File: config.mk
export PLATFORM = sky130hd
export DESIGN_NAME = dma_irq_unit
export DESIGN_NICKNAME = d
export VERILOG_FILES = /design/src/rtl/irqu_pkg.sv /design/src/rtl/irqu_status_reg.sv /design/src/rtl/irqu_regif.sv /design/src/rtl/irqu_deliver.sv /design/src/rtl/dma_irq_unit.sv
export SDC_FILE = /design/constraint.sdc
export NUM_CORES = 1
export LEC_CHECK = 0
export ABC_AREA = 1
export BUFFER_PORTS_ARGS = -buffer_cell sky130_fd_sc_hd__buf_2
export CELL_PAD_IN_SITES_DETAIL_PLACEMENT = 1
export CELL_PAD_IN_SITES_GLOBAL_PLACEMENT = 1
export CORE_MARGIN = 10
export CORE_UTILIZATION = 27
export CTS_CLUSTER_DIAMETER = 100
export CTS_CLUSTER_SIZE = 25
export DETAILED_ROUTE_END_ITERATION = 7
export PLACE_DENSITY = 0.79
export SYNTH_ARGS = -nofsm -noshare
export SYNTH_HDL_FRONTEND = slang
export SYNTH_SLANG_ARGS = --single-unit
File: constraint.sdc
create_clock -name clk -period 1.33 [get_ports clk]
set_clock_uncertainty 0.05 [all_clocks]
set_input_delay 0.1995 -clock clk [delete_from_list [all_inputs] [get_ports clk]]
set_output_delay 0.1995 -clock clk [all_outputs]
set_load 0.1 [all_outputs]
File: src/rtl/irqu_pkg.sv
package irqu_pkg;
  localparam int STAT_W = 16;
  typedef logic [STAT_W-1:0] stat_t;

  // bit positions software decodes
  localparam int B_BLK_DONE    = 0;
  localparam int B_EVT_WR_ERR  = 1;
  localparam int B_RST_DONE    = 8;
  localparam int B_DESC_RD_ERR = 9;
  localparam int B_DATA_RD_ERR = 10;
  localparam int B_DATA_WR_ERR = 11;
  localparam int B_BAD_DESC    = 14;

  localparam logic [3:0] MODE_WIRED = 4'd1;

  localparam stat_t ERR_MASK = (stat_t'(1) << B_EVT_WR_ERR)  | (stat_t'(1) << B_DESC_RD_ERR) |
                               (stat_t'(1) << B_DATA_RD_ERR) | (stat_t'(1) << B_DATA_WR_ERR) |
                               (stat_t'(1) << B_BAD_DESC);
  localparam stat_t IMPL_MASK = ERR_MASK | (stat_t'(1) << B_BLK_DONE) | (stat_t'(1) << B_RST_DONE);

  // set has priority over clear
  function automatic stat_t sticky_next(stat_t cur, stat_t set, stat_t clr);
    return ((cur & ~clr) | set) & IMPL_MASK;
  endfunction

  // message request: first live cause, or a clear that left work standing
  function automatic logic fire_msg(logic any_now, logic any_prev, logic clr_hit_prev);
    return any_now && (!any_prev || clr_hit_prev);
  endfunction
endpackage

File: src/rtl/irqu_status_reg.sv
module irqu_status_reg
  import irqu_pkg::*;
(
  input  logic  clk,
  input  logic  rst_n,
  input  stat_t set_vec,
  input  stat_t clr_vec,
  output stat_t stat_q
);
  stat_t nxt;
  assign nxt = sticky_next(stat_q, set_vec, clr_vec);

  for (genvar i = 0; i < STAT_W; i++) begin : g_bit
    if (IMPL_MASK[i]) begin : g_flop
      always_ff @(posedge clk) begin
        if (!rst_n) stat_q[i] <= 1'b0;
        else        stat_q[i] <= nxt[i];
      end
    end else begin : g_tie
      assign stat_q[i] = 1'b0;
    end
  end
endmodule

File: src/rtl/irqu_regif.sv
module irqu_regif
  import irqu_pkg::*;
#(
  parameter int ADDR_W    = 12,
  parameter int DATA_W    = 32,
  parameter int OFF_CTRL  = 'h004,
  parameter int OFF_STAT  = 'h100,
  parameter int OFF_CLR   = 'h108,
  parameter int OFF_EN    = 'h110
)(
  input  logic              clk,
  input  logic              rst_n,
  input  logic              reg_wr,
  input  logic [ADDR_W-1:0] reg_addr,
  input  logic [DATA_W-1:0] reg_wdata,
  input  stat_t             stat_q,
  output stat_t             clr_vec,
  output stat_t             en_q,
  output logic [3:0]        mode_q,
  output logic [DATA_W-1:0] reg_rdata
);
  localparam logic [ADDR_W-1:0] A_CTRL = ADDR_W'(OFF_CTRL);
  localparam logic [ADDR_W-1:0] A_STAT = ADDR_W'(OFF_STAT);
  localparam logic [ADDR_W-1:0] A_CLR  = ADDR_W'(OFF_CLR);
  localparam logic [ADDR_W-1:0] A_EN   = ADDR_W'(OFF_EN);

  logic hit_ctrl, hit_clr, hit_en;
  assign hit_ctrl = reg_wr && (reg_addr == A_CTRL);
  assign hit_clr  = reg_wr && (reg_addr == A_CLR);
  assign hit_en   = reg_wr && (reg_addr == A_EN);

  assign clr_vec = hit_clr ? reg_wdata[STAT_W-1:0] : '0;

  always_ff @(posedge clk) begin
    if (!rst_n) begin
      en_q   <= '0;
      mode_q <= MODE_WIRED;
    end else begin
      if (hit_en)   en_q   <= reg_wdata[STAT_W-1:0] & IMPL_MASK;
      if (hit_ctrl) mode_q <= reg_wdata[3:0];
    end
  end

  always_comb begin
    reg_rdata = '0;
    if (reg_addr == A_STAT)      reg_rdata[STAT_W-1:0] = stat_q;
    else if (reg_addr == A_EN)   reg_rdata[STAT_W-1:0] = en_q;
    else if (reg_addr == A_CTRL) reg_rdata[3:0]        = mode_q;
  end
endmodule

File: src/rtl/irqu_deliver.sv
module irqu_deliver
  import irqu_pkg::*;
(
  input  logic       clk,
  input  logic       rst_n,
  input  stat_t      stat_q,
  input  stat_t      en_q,
  input  logic [3:0] mode_q,
  input  stat_t      clr_vec,
  output stat_t      cause,
  output logic       clr_hit_q,
  output logic       irq_level,
  output logic       irq_pulse,
  output logic       irq_err
);
  logic wired, any_now, any_q;

  assign cause   = stat_q & en_q;
  assign any_now = |cause;
  assign wired   = (mode_q == MODE_WIRED);

  always_ff @(posedge clk) begin
    if (!rst_n) begin
      any_q     <= 1'b0;
      clr_hit_q <= 1'b0;
    end else begin
      any_q     <= any_now;
      clr_hit_q <= |(clr_vec & cause);
    end
  end

  assign irq_level = wired && any_now;
  assign irq_pulse = !wired && fire_msg(any_now, any_q, clr_hit_q);
  assign irq_err   = |(cause & ERR_MASK);
endmodule

File: src/rtl/dma_irq_unit.sv
module dma_irq_unit
  import irqu_pkg::*;
#(
  parameter int ADDR_W   = 12,
  parameter int DATA_W   = 32,
  parameter int OFF_CTRL = 'h004,
  parameter int OFF_STAT = 'h100,
  parameter int OFF_CLR  = 'h108,
  parameter int OFF_EN   = 'h110
)(
  input  logic              clk,
  input  logic              rst_n,
  input  logic              ev_blk_done,
  input  logic              ev_evt_wr_err,
  input  logic              ev_desc_rd_err,
  input  logic              ev_data_rd_err,
  input  logic              ev_data_wr_err,
  input  logic              ev_bad_desc,
  input  logic              ev_chan_rst_done,
  input  logic              work_pending,
  input  logic              reg_wr,
  input  logic [ADDR_W-1:0] reg_addr,
  input  logic [DATA_W-1:0] reg_wdata,
  output logic [DATA_W-1:0] reg_rdata,
  output logic              irq_level,
  output logic              irq_pulse,
  output logic              irq_err
);
  stat_t      set_vec, clr_vec, stat_q, en_q, cause;
  logic [3:0] mode_q;
  logic       clr_hit_q;

  // pending work keeps the completion cause raised
  always_comb begin
    set_vec                = '0;
    set_vec[B_BLK_DONE]    = ev_blk_done | work_pending;
    set_vec[B_EVT_WR_ERR]  = ev_evt_wr_err;
    set_vec[B_RST_DONE]    = ev_chan_rst_done;
    set_vec[B_DESC_RD_ERR] = ev_desc_rd_err;
    set_vec[B_DATA_RD_ERR] = ev_data_rd_err;
    set_vec[B_DATA_WR_ERR] = ev_data_wr_err;
    set_vec[B_BAD_DESC]    = ev_bad_desc;
  end

  irqu_regif #(
    .ADDR_W(ADDR_W), .DATA_W(DATA_W), .OFF_CTRL(OFF_CTRL),
    .OFF_STAT(OFF_STAT), .OFF_CLR(OFF_CLR), .OFF_EN(OFF_EN)
  ) u_regif (
    .clk(clk), .rst_n(rst_n), .reg_wr(reg_wr), .reg_addr(reg_addr),
    .reg_wdata(reg_wdata), .stat_q(stat_q), .clr_vec(clr_vec),
    .en_q(en_q), .mode_q(mode_q), .reg_rdata(reg_rdata)
  );

  irqu_status_reg u_stat (
    .clk(clk), .rst_n(rst_n), .set_vec(set_vec), .clr_vec(clr_vec), .stat_q(stat_q)
  );

  irqu_deliver u_dlv (
    .clk(clk), .rst_n(rst_n), .stat_q(stat_q), .en_q(en_q), .mode_q(mode_q),
    .clr_vec(clr_vec), .cause(cause), .clr_hit_q(clr_hit_q),
    .irq_level(irq_level), .irq_pulse(irq_pulse), .irq_err(irq_err)
  );
endmodule

==> results of run 1 <==
==> Yosys cell counts, drive strengths merged <==
master  instances
clkinv          1
inv            39
dfxtp          20
or2             3
a21oi           8
nand3           8
clkbuf          1
and3            4
nor2           30
o211ai          1
nor3b           2
nor4            1
nor3            3
conb            1
nand4           8
nand2          35
o21ai          18
a211oi          1
buf            23
and3b           1
==> critical path, stage by stage <==
cell and delay [ns]:
buf_6 0.10, nor2_4 0.16, nand3_4 0.12, nor2_4 0.15, nand2_4 0.08, inv_2 0.07, nand2_1 0.06, nand3_1 0.08
o21ai_1 0.08, bufinv_8 0.19, buf_12 0.16
==> power by group <==
group          internal, W  switching [W]
combinational     0.000118       0.000407
sequential        0.000615     0.00000945
clock             0.000403       0.000230
==> metrics by stage <==
stage / hold WS (ns) / TNS, ns / util [%] / power (W)
floorplan: 0.2669 / -3.310 / - / 0.001031
global placement: 0.3672 / -4.436 / 44.62 / 0.001083
detailed placement: 0.3933 / -6.270 / 44.62 / 0.001092
CTS: 0.1067 / -3.029 / 50.17 / 0.001746
global route: 0.1195 / -5.126 / 53.11 / 0.001828
finish: 0.1022 / -3.726 / 53.11 / 0.001782
==> kinds of logic (layout without fill, tap and decap cells) <==
kind of cell	Yosys count	in the layout
AOI/OAI and AO/OA	28	28
and+or+nand+nor	95	95
DFF	20	20
other	1	23
buffers and inverters	64	122
==> how the worst max path moves through the flow <==
stage / start / endpoint / slack (ns) / depth (start not counted)
5_1_grt: reg_addr[3] / reg_rdata[1] / -0.43 / 9
4_1_cts: u_regif.en_q[14] / irq_level / -0.43 / 7
2_1_floorplan: u_stat.stat_q[14] / irq_pulse / -0.66 / 6
3_3_place_gp: reg_addr[5] / reg_rdata[0] / -0.30 / 9
6_report: reg_addr[1] / reg_rdata[1] / -0.35 / 11
3_5_place_dp: reg_addr[2] / reg_rdata[2] / -0.42 / 6
==> state kept, by name (all words and copies together) (netlist names) <==
register,cells
u_regif.en_q,7
u_stat.stat_q,7
u_regif.mode_q,4
u_dlv.any_q,1
u_dlv.clr_hit_q,1
==> timing repair <==
| item | in CTS | in global routing |
|---|---|---|
| pin swaps | 21 | 26 |
| setup buffers | 6 | 6 |
| gates resized for setup | 44 | 42 |
| cloned | 0 | 0 |
| endpoints found under the setup margin | 12 | 25 |
==> area by class of cell <==
class / count / area, sq um
Tap cell: 67 / 83.83
Fill cell: 597 / 2273
Inverter: 40 / 195.2
Timing Repair Buffer: 78 / 764.5
Sequential cell: 20 / 406.6
Clock inverter: 1 / 30.03
Clock buffer: 3 / 41.29
Multi-Input combinational cell: 146 / 1054
==> routing by layer <==
metal | global-route usage, % | share of wire [%]
met5 | 0 | 0
met4 | 2.872 | 0.68
met3 | 2.716 | 3.5
met2 | 25.18 | 56
met1 | 13.73 | 40
==> flow_metrics.tcl, run 1 <==
set metrics [dict create \
    synth_warnings 0 \
    rrSetupSlack_ns 0.20 \
    p_leak_nw 1.366 \
    wl_per_cell_um 16.68 \
    cts_tree "built" \
    port_buffers 43 \
    antenna_found_initial 0 \
    hold_path.class "input pin to flip-flop" \
    layout_commonest_cell "inv_1" \
    fmax_mhz 596.3 \
    synth_largest_area_cell "dfxtp_1" \
    power_density_nw_per_um2 692.0 \
    grt_use_total_pct 12.95 \
    avgSynthCellArea_sq_um 6.629 \
    stdcell_area_sq_um 2575 \
    synthSimpleGateAreaFrac_pct 36.30 \
    syn-cell-area_sq_um 1379 \
    synth.area.mux_share_pct 0 \
    fin_crit_ns 1.677 \
    drive_above_1_share_pct 52.78 \
    routed_wl_um 5920 \
    final_nets 344 \
    syn2layout_area_growth_pct 86.75 \
    start_util_pct 28.44 \
    finalNonFillerCells 355 \
    hold_viol 0 \
    antennaDiodeCount 0 \
    status "finished, violations left" \
    setup.worst_path.class "input pin to output port" \
    first_iter_violations 47 \
    drv_cap 0 \
    clkLatencyLatePin_ns 0.27 \
    dieArea_sq_um 8365 \
    synth_cells 208 \
    synth_xor_area_share_pct 0 \
    hold-path-cell-count 3 \
    core_sq_um 4848 \
    synth_area_leaders "dfxtp_1 (29%), buf_4 (13%), inv_1 (10%), nand2_1 (8.4%), nor2_1 (6.3%)" \
    final_cell_mix "inv_1 (32), buf_4 (27), conb_1 (23)" \
    cp_max_fo 3 \
    r2r_cells 7 \
    peakVddDrop_v 0.0003790 \
    die_x_um 91.46 \
    maxSlewViolCount 0 \
    cts_max_level 1 \
    rr_startpoint "u_regif.en_q[11]" \
    grt_pass1_wl_um 8901 \
    ys_ff_latch 20 \
    clock_tree.buffer_depth 2 \
    cp-end-kind "output port" \
    worstPathArrival_ns 1.43 \
    ctsHoldBuffers 0 \
    drt-vias-per-instance 4.439 \
    pin_count 90 \
    crit_path_start_kind "input pin" \
    synthDistinctLibCells 29 \
    dp_hpwl_um 4319 \
    post-place-cells 344 \
    ant_nets 0 \
    pre_cts_slack_ns -0.4159 \
    min_from "ev_data_wr_err" \
    worst_slack_ns -0.3470 \
    synth_fa_ha_area_share_pct 0 \
    fin_crit_sh_pct 126.1 \
    path_clk_slew_ns 0.08 \
    placementRows 25 \
    grt_pass1_vias 1833 \
    cts_buffers 3 \
    die_y_um 91.46 \
    cts-root-buf "clkbuf_8" \
    grt_max_degree 13 \
    vias 1576 \
    globalplace.congestion 0.8012 \
    yosysSeqAreaShare_pct 29.04 \
    synth_compound_area_share_pct 10.53 \
    rsz0062_at_grt "true" \
    cts_sinks 20 \
    rr_endpoint "u_dlv.clr_hit_q" \
    postPlaceCellArea_sq_um 2163 \
    dr.pass1.iters 4 \
    setup_viol 19 \
    synth_top_family_by_area "simple AND/OR/NAND/NOR gates" \
    globalRouteOverflowTotal 0 \
    violations "negative setup slack" \
    drc 0 \
    critPathRequiredTime_ns 1.08 \
    synth_top_area_share_pct 29.04 \
    hold_end "u_stat.stat_q[11]" \
]
No activity file was read; power rests on OpenSTA's default activity.
==> run 2, diff against run 1 <==
--- a/config.mk
+++ b/config.mk
@@ -14,7 +14,7 @@
 export CTS_CLUSTER_DIAMETER = 100
 export CTS_CLUSTER_SIZE = 25
 export DETAILED_ROUTE_END_ITERATION = 7
-export PLACE_DENSITY = 0.79
+export PLACE_DENSITY_LB_ADDON = 0.1
 export SYNTH_ARGS = -nofsm -noshare
 export SYNTH_HDL_FRONTEND = slang
 export SYNTH_SLANG_ARGS = --single-unit
==> flow_metrics.tcl, run 2 (synthesis results as in run 1) <==
set metrics [dict create \
    final_nets 346 \
    dieArea_sq_um 8365 \
    use_met2_pct 20.56 \
    vias 1547 \
    dr.pass1.iters 4 \
    grt_max_degree 12 \
    grt_pass1_vias 1663 \
    status "finished, violations left" \
    first_iter_violations 42 \
    nFillCells 607 \
    fin_crit_sh_pct 128.5 \
    crit_path_start_kind "flip-flop" \
    met1_usage_pct 14.83 \
    p_leak_nw 1.301 \
    setup_viol 12 \
    die_x_um 91.46 \
    cts_sinks 20 \
    worst_slack_ns -0.3787 \
    globalRouteOverflowTotal 0 \
    start_util_pct 28.44 \
    cts_buffers 3 \
    hold_path.class "input pin to flip-flop" \
    placementRows 25 \
    wl_per_cell_um 15.17 \
    maxSlewViolCount 0 \
    fin_util_pct 51.17 \
    met3_usage_pct 2.469 \
    syn2layout_area_growth_pct 79.95 \
    globalplace.congestion 0.7957 \
    reg.largest.list "u_regif.en_q: 7 flops, u_stat.stat_q: 7 flops, u_regif.mode_q: 4 flops" \
    grt_use_total_pct 12.02 \
    power_density_nw_per_um2 622.2 \
    setup.worst_path.class "flip-flop to output port" \
    grt_busiest_layer "met2" \
    grt_pass1_wl_um 8314 \
    violations "negative setup slack" \
    port_buffers 43 \
    routed_wl_um 5402 \
    die_y_um 91.46 \
    critPathRequiredTime_ns 1.08 \
    hold_viol 0 \
    cts_max_level 1 \
    fin_crit_ns 1.709 \
    cp_max_fo 3 \
    cp-end-kind "output port" \
    rsz0062_at_grt "true" \
    worstPathArrival_ns 1.46 \
    dp_hpwl_um 3976 \
    drc 0 \
    fmax_mhz 585.2 \
    clock_tree.buffer_depth 2 \
    pre_cts_slack_ns -0.3371 \
    drive_above_1_share_pct 50.87 \
    cts_tree "built" \
    path_clk_slew_ns 0.08 \
    antennaDiodeCount 0 \
    layout_commonest_cell "inv_1" \
    ant_nets 0 \
    drt-vias-per-instance 4.346 \
    clkLatencyLatePin_ns 0.26 \
    drv_cap 0 \
    pin_count 90 \
    core_sq_um 4848 \
    antenna_found_initial 0 \
    final_cell_mix "inv_1 (31), buf_4 (28), conb_1 (23), buf_2 (23), nand2_1 (21)" \
    cts-root-buf "clkbuf_8" \
    peakVddDrop_v 0.0003846 \
]
==> run 2: changes by cell type in the layout (fill, tap and decap cells not counted), sizes merged <==
cell / before / now
buf: 78 / 80
bufinv: 3 / 2
==> run 2: cell type report <==
class	count	area [sq um]	area share [%]
Tap cell	67	83.83	3.379
Timing Repair Buffer	80	764.5	30.81
Clock buffer	3	41.29	1.664
Sequential cell	20	407.9	16.44
Multi-Input combinational cell	146	998.5	40.24
Inverter	40	185.2	7.463
==> run 2: per-layer routing <==
metal	routed length, um	vias to the layer above
met5	0	-
met2	2703	42
met3	213	4
met1	2429	729
met4	56	0
li1	-	772
==> run 2: worst paths after layout <==
path                                   startpoint           endpoint  slack [ns]  cells past startpoint
worst min-delay path               ev_desc_rd_err   u_stat.stat_q[9]         0.1                      3
worst max register to register  u_stat.stat_q[10]        u_dlv.any_q        0.17                      6
worst max-delay path            u_stat.stat_q[10]          irq_level       -0.38                      7
worst min register to register  u_regif.mode_q[3]  u_regif.mode_q[3]        0.44                      2
==> run 2: what timing repair did <==
action | in CTS | in global routing
setup buffers | 6 | 3
endpoints found under the setup margin | 12 | 17
hold buffers | 0 | 0
resized for setup | 42 | 24
pin swaps | 27 | 17
endpoints found under the hold margin | 0 | 0
==> run 2: per-stage QoR <==
| stage | TNS [ns] | power [W] | std cells | hold WS, ns | instance area (sq um) |
|---|---|---|---|---|---|
| finish | -3.193 | 0.001544 | 356 | 0.09973 | 2481 |
| global route | -3.905 | 0.001598 | 356 | 0.1163 | 2481 |
| CTS | -3.076 | 0.001528 | 355 | 0.1022 | 2406 |
| detailed placement | -5.436 | 0.001090 | 346 | 0.3726 | 2166 |
| global placement | -4.943 | 0.001088 | 346 | 0.3649 | 2166 |
| floorplan | -3.310 | 0.001031 | 230 | 0.2669 | 1653 |
==> run 2: report_power, final <==
part	leakage, nW	switching, W	internal, W	total, W
clock network	0.0216	0.000214	0.000202	0.000416
registers	0.166	0.00000984	0.000615	0.000625
logic	1.11	0.000393	0.000111	0.000503
total	1.30	0.000617	0.000927	0.00154
==> run 2: worst max-delay path: stages, from the launching register on <==
cell,delay [ns]
dfxtp_2,0.34
nand2_2,0.08
nand2_2,0.08
nor2_4,0.10
nand3_4,0.09
nor3_4,0.25
nor2_2,0.09
buf_12,0.17
==> run 3, diff against run 2 <==
--- a/config.mk
+++ b/config.mk
@@ -10,11 +10,12 @@
 export CELL_PAD_IN_SITES_DETAIL_PLACEMENT = 1
 export CELL_PAD_IN_SITES_GLOBAL_PLACEMENT = 1
 export CORE_MARGIN = 10
-export CORE_UTILIZATION = 27
+export CORE_UTILIZATION = 31
 export CTS_CLUSTER_DIAMETER = 100
 export CTS_CLUSTER_SIZE = 25
 export DETAILED_ROUTE_END_ITERATION = 7
 export PLACE_DENSITY_LB_ADDON = 0.1
 export SYNTH_ARGS = -nofsm -noshare
 export SYNTH_HDL_FRONTEND = slang
+export SYNTH_HIERARCHICAL = 1
 export SYNTH_SLANG_ARGS = --single-unit
==> flow_metrics.tcl, run 3 <==
set metrics [dict create \
    port_buffers 50 \
    fmax_mhz 632.3 \
    grt_use_total_pct 14.06 \
    cts-root-buf "clkbuf_8" \
    cts_buffers 3 \
    rr_startpoint "u_stat/stat_q[10]" \
    slew_headroom_pct -16.43 \
    syn-cell-area_sq_um 1989 \
    cts_max_level 1 \
    worst_slack_ns -0.2514 \
    ctsHoldBuffers 0 \
    globalplace.congestion 0.7997 \
    worstPathArrival_ns 1.33 \
    avgSynthCellArea_sq_um 5.921 \
    cp_max_fo 5 \
    ant_nets 0 \
    p_total_w 0.001735 \
    first_iter_violations 88 \
    dp_hpwl_um 5624 \
    hold_viol 0 \
    min_from "ev_desc_rd_err" \
    drc 0 \
    maxSlewViolCount 7 \
    path_clk_slew_ns 0.08 \
    final_nets 506 \
    stdcell_area_sq_um 3522 \
    die_x_um 100.1 \
    final_cell_mix "nand2_1 (58), buf_4 (54), inv_1 (51)" \
    vias 2320 \
    clkLatencyLatePin_ns 0.26 \
    synth_warnings 6 \
    nFillCells 811 \
    violations "max-slew violations, negative setup slack" \
    core_sq_um 6277 \
    start_util_pct 31.69 \
    drv_cap 0 \
    hold_path.class "input pin to flip-flop" \
    grt_max_degree 14 \
    fin_crit_ns 1.581 \
    die_y_um 100.1 \
    drt-vias-per-instance 4.402 \
    rsz0062_at_grt "true" \
    holdWs_ns 0.1170 \
    power_density_nw_per_um2 492.5 \
    finalNonFillerCells 527 \
    fin_crit_sh_pct 118.9 \
    layout_commonest_cell "nand2_1" \
    syn2layout_area_growth_pct 77.04 \
    wl_per_cell_um 14.67 \
    peakVddDrop_v 0.0003835 \
    cts_tree "built" \
    globalRouteOverflowTotal 0 \
    pre_cts_slack_ns -0.3067 \
    drive_above_1_share_pct 50.44 \
    dieArea_sq_um 10020 \
    reg.largest.list "u_regif/en_q: 7 flops, u_stat/stat_q: 7 flops, u_regif/mode_q: 4 flops" \
    setup_viol 13 \
    clock_tree.buffer_depth 2 \
    post-place-cells 510 \
    cp-startpoint "reg_addr[8]" \
    antennaDiodeCount 0 \
    grt_pass1_vias 2479 \
    p_leak_nw 1.701 \
    routed_wl_um 7732 \
    grt_pass1_wl_um 11900 \
    status "finished, violations left" \
    postPlaceCellArea_sq_um 2940 \
    antenna_found_initial 0 \
    placementRows 29 \
    critPathRequiredTime_ns 1.08 \
    cts_sinks 20 \
    synth_cells 336 \
    dr.pass1.iters 4 \
    worst_slew_pin_slew_ns 1.740 \
    setup.worst_path.class "input pin to output port" \
    pin_count 90 \
    crit_path_start_kind "input pin" \
    cp-end-kind "output port" \
]
run 3: cell type report:
type / instances / area [sq um] / area share [%]
Clock buffer: 4 / 55.05 / 1.563
Inverter: 64 / 282.8 / 8.028
Multi-Input combinational cell: 245 / 1551 / 44.05
Sequential cell: 20 / 416.7 / 11.83
Tap cell: 77 / 96.34 / 2.735
Timing Repair Buffer: 117 / 1120 / 31.79
run 3: power breakdown:
part	total, W	internal [W]	leakage, nW	switching, W
combinational	0.000622	0.000194	1.50	0.000428
clock	0.000484	0.000264	0.0288	0.000220
sequential	0.000628	0.000618	0.168	0.00000994
total	0.00173	0.00108	1.70	0.000658
run 3: per-layer routing:
layer	part of all wire (%)	wire, um	global-route usage (%)
met1	40	3109	16.70
met2	54	4203	25.68
met3	4.9	376	2.679
met4	0.54	42	2.500
met5	0	0	0
run 3: critical path, cell delays in order:
cell,delay (ns)
buf_8,0.08
inv_4,0.03
nor2_4,0.11
nand2_4,0.07
nor2_4,0.18
buf_8,0.17
nand2_8,0.06
nand2_4,0.07
nor2_4,0.04
nor2_4,0.13
buf_12,0.18
run 3: timing repair:
| action | CTS | global route |
|---|---|---|
| pin swaps | 29 | 26 |
| endpoints found under the hold margin | 0 | 0 |
| gates resized for setup | 59 | 40 |
| cloned | 1 | 0 |
| setup endpoints to repair | 12 | 20 |
| buffers inserted | 10 | 3 |
run 3: worst paths after layout:
check,to,slack (ns),cells after the start
max reg2reg,u_dlv/any_q,0.01,9
min reg2reg,u_stat/stat_q[1],0.56,3
min,u_stat/stat_q[9],0.12,3
max,reg_rdata[1],-0.25,11
run 3: stage by stage:
stage	util, %	setup TNS, ns
finish	56.11	-2.316
global route	56.11	-3.486
CTS	52.96	-2.239
detailed placement	46.84	-4.680
global placement	46.84	-3.936
floorplan	-	-1.322
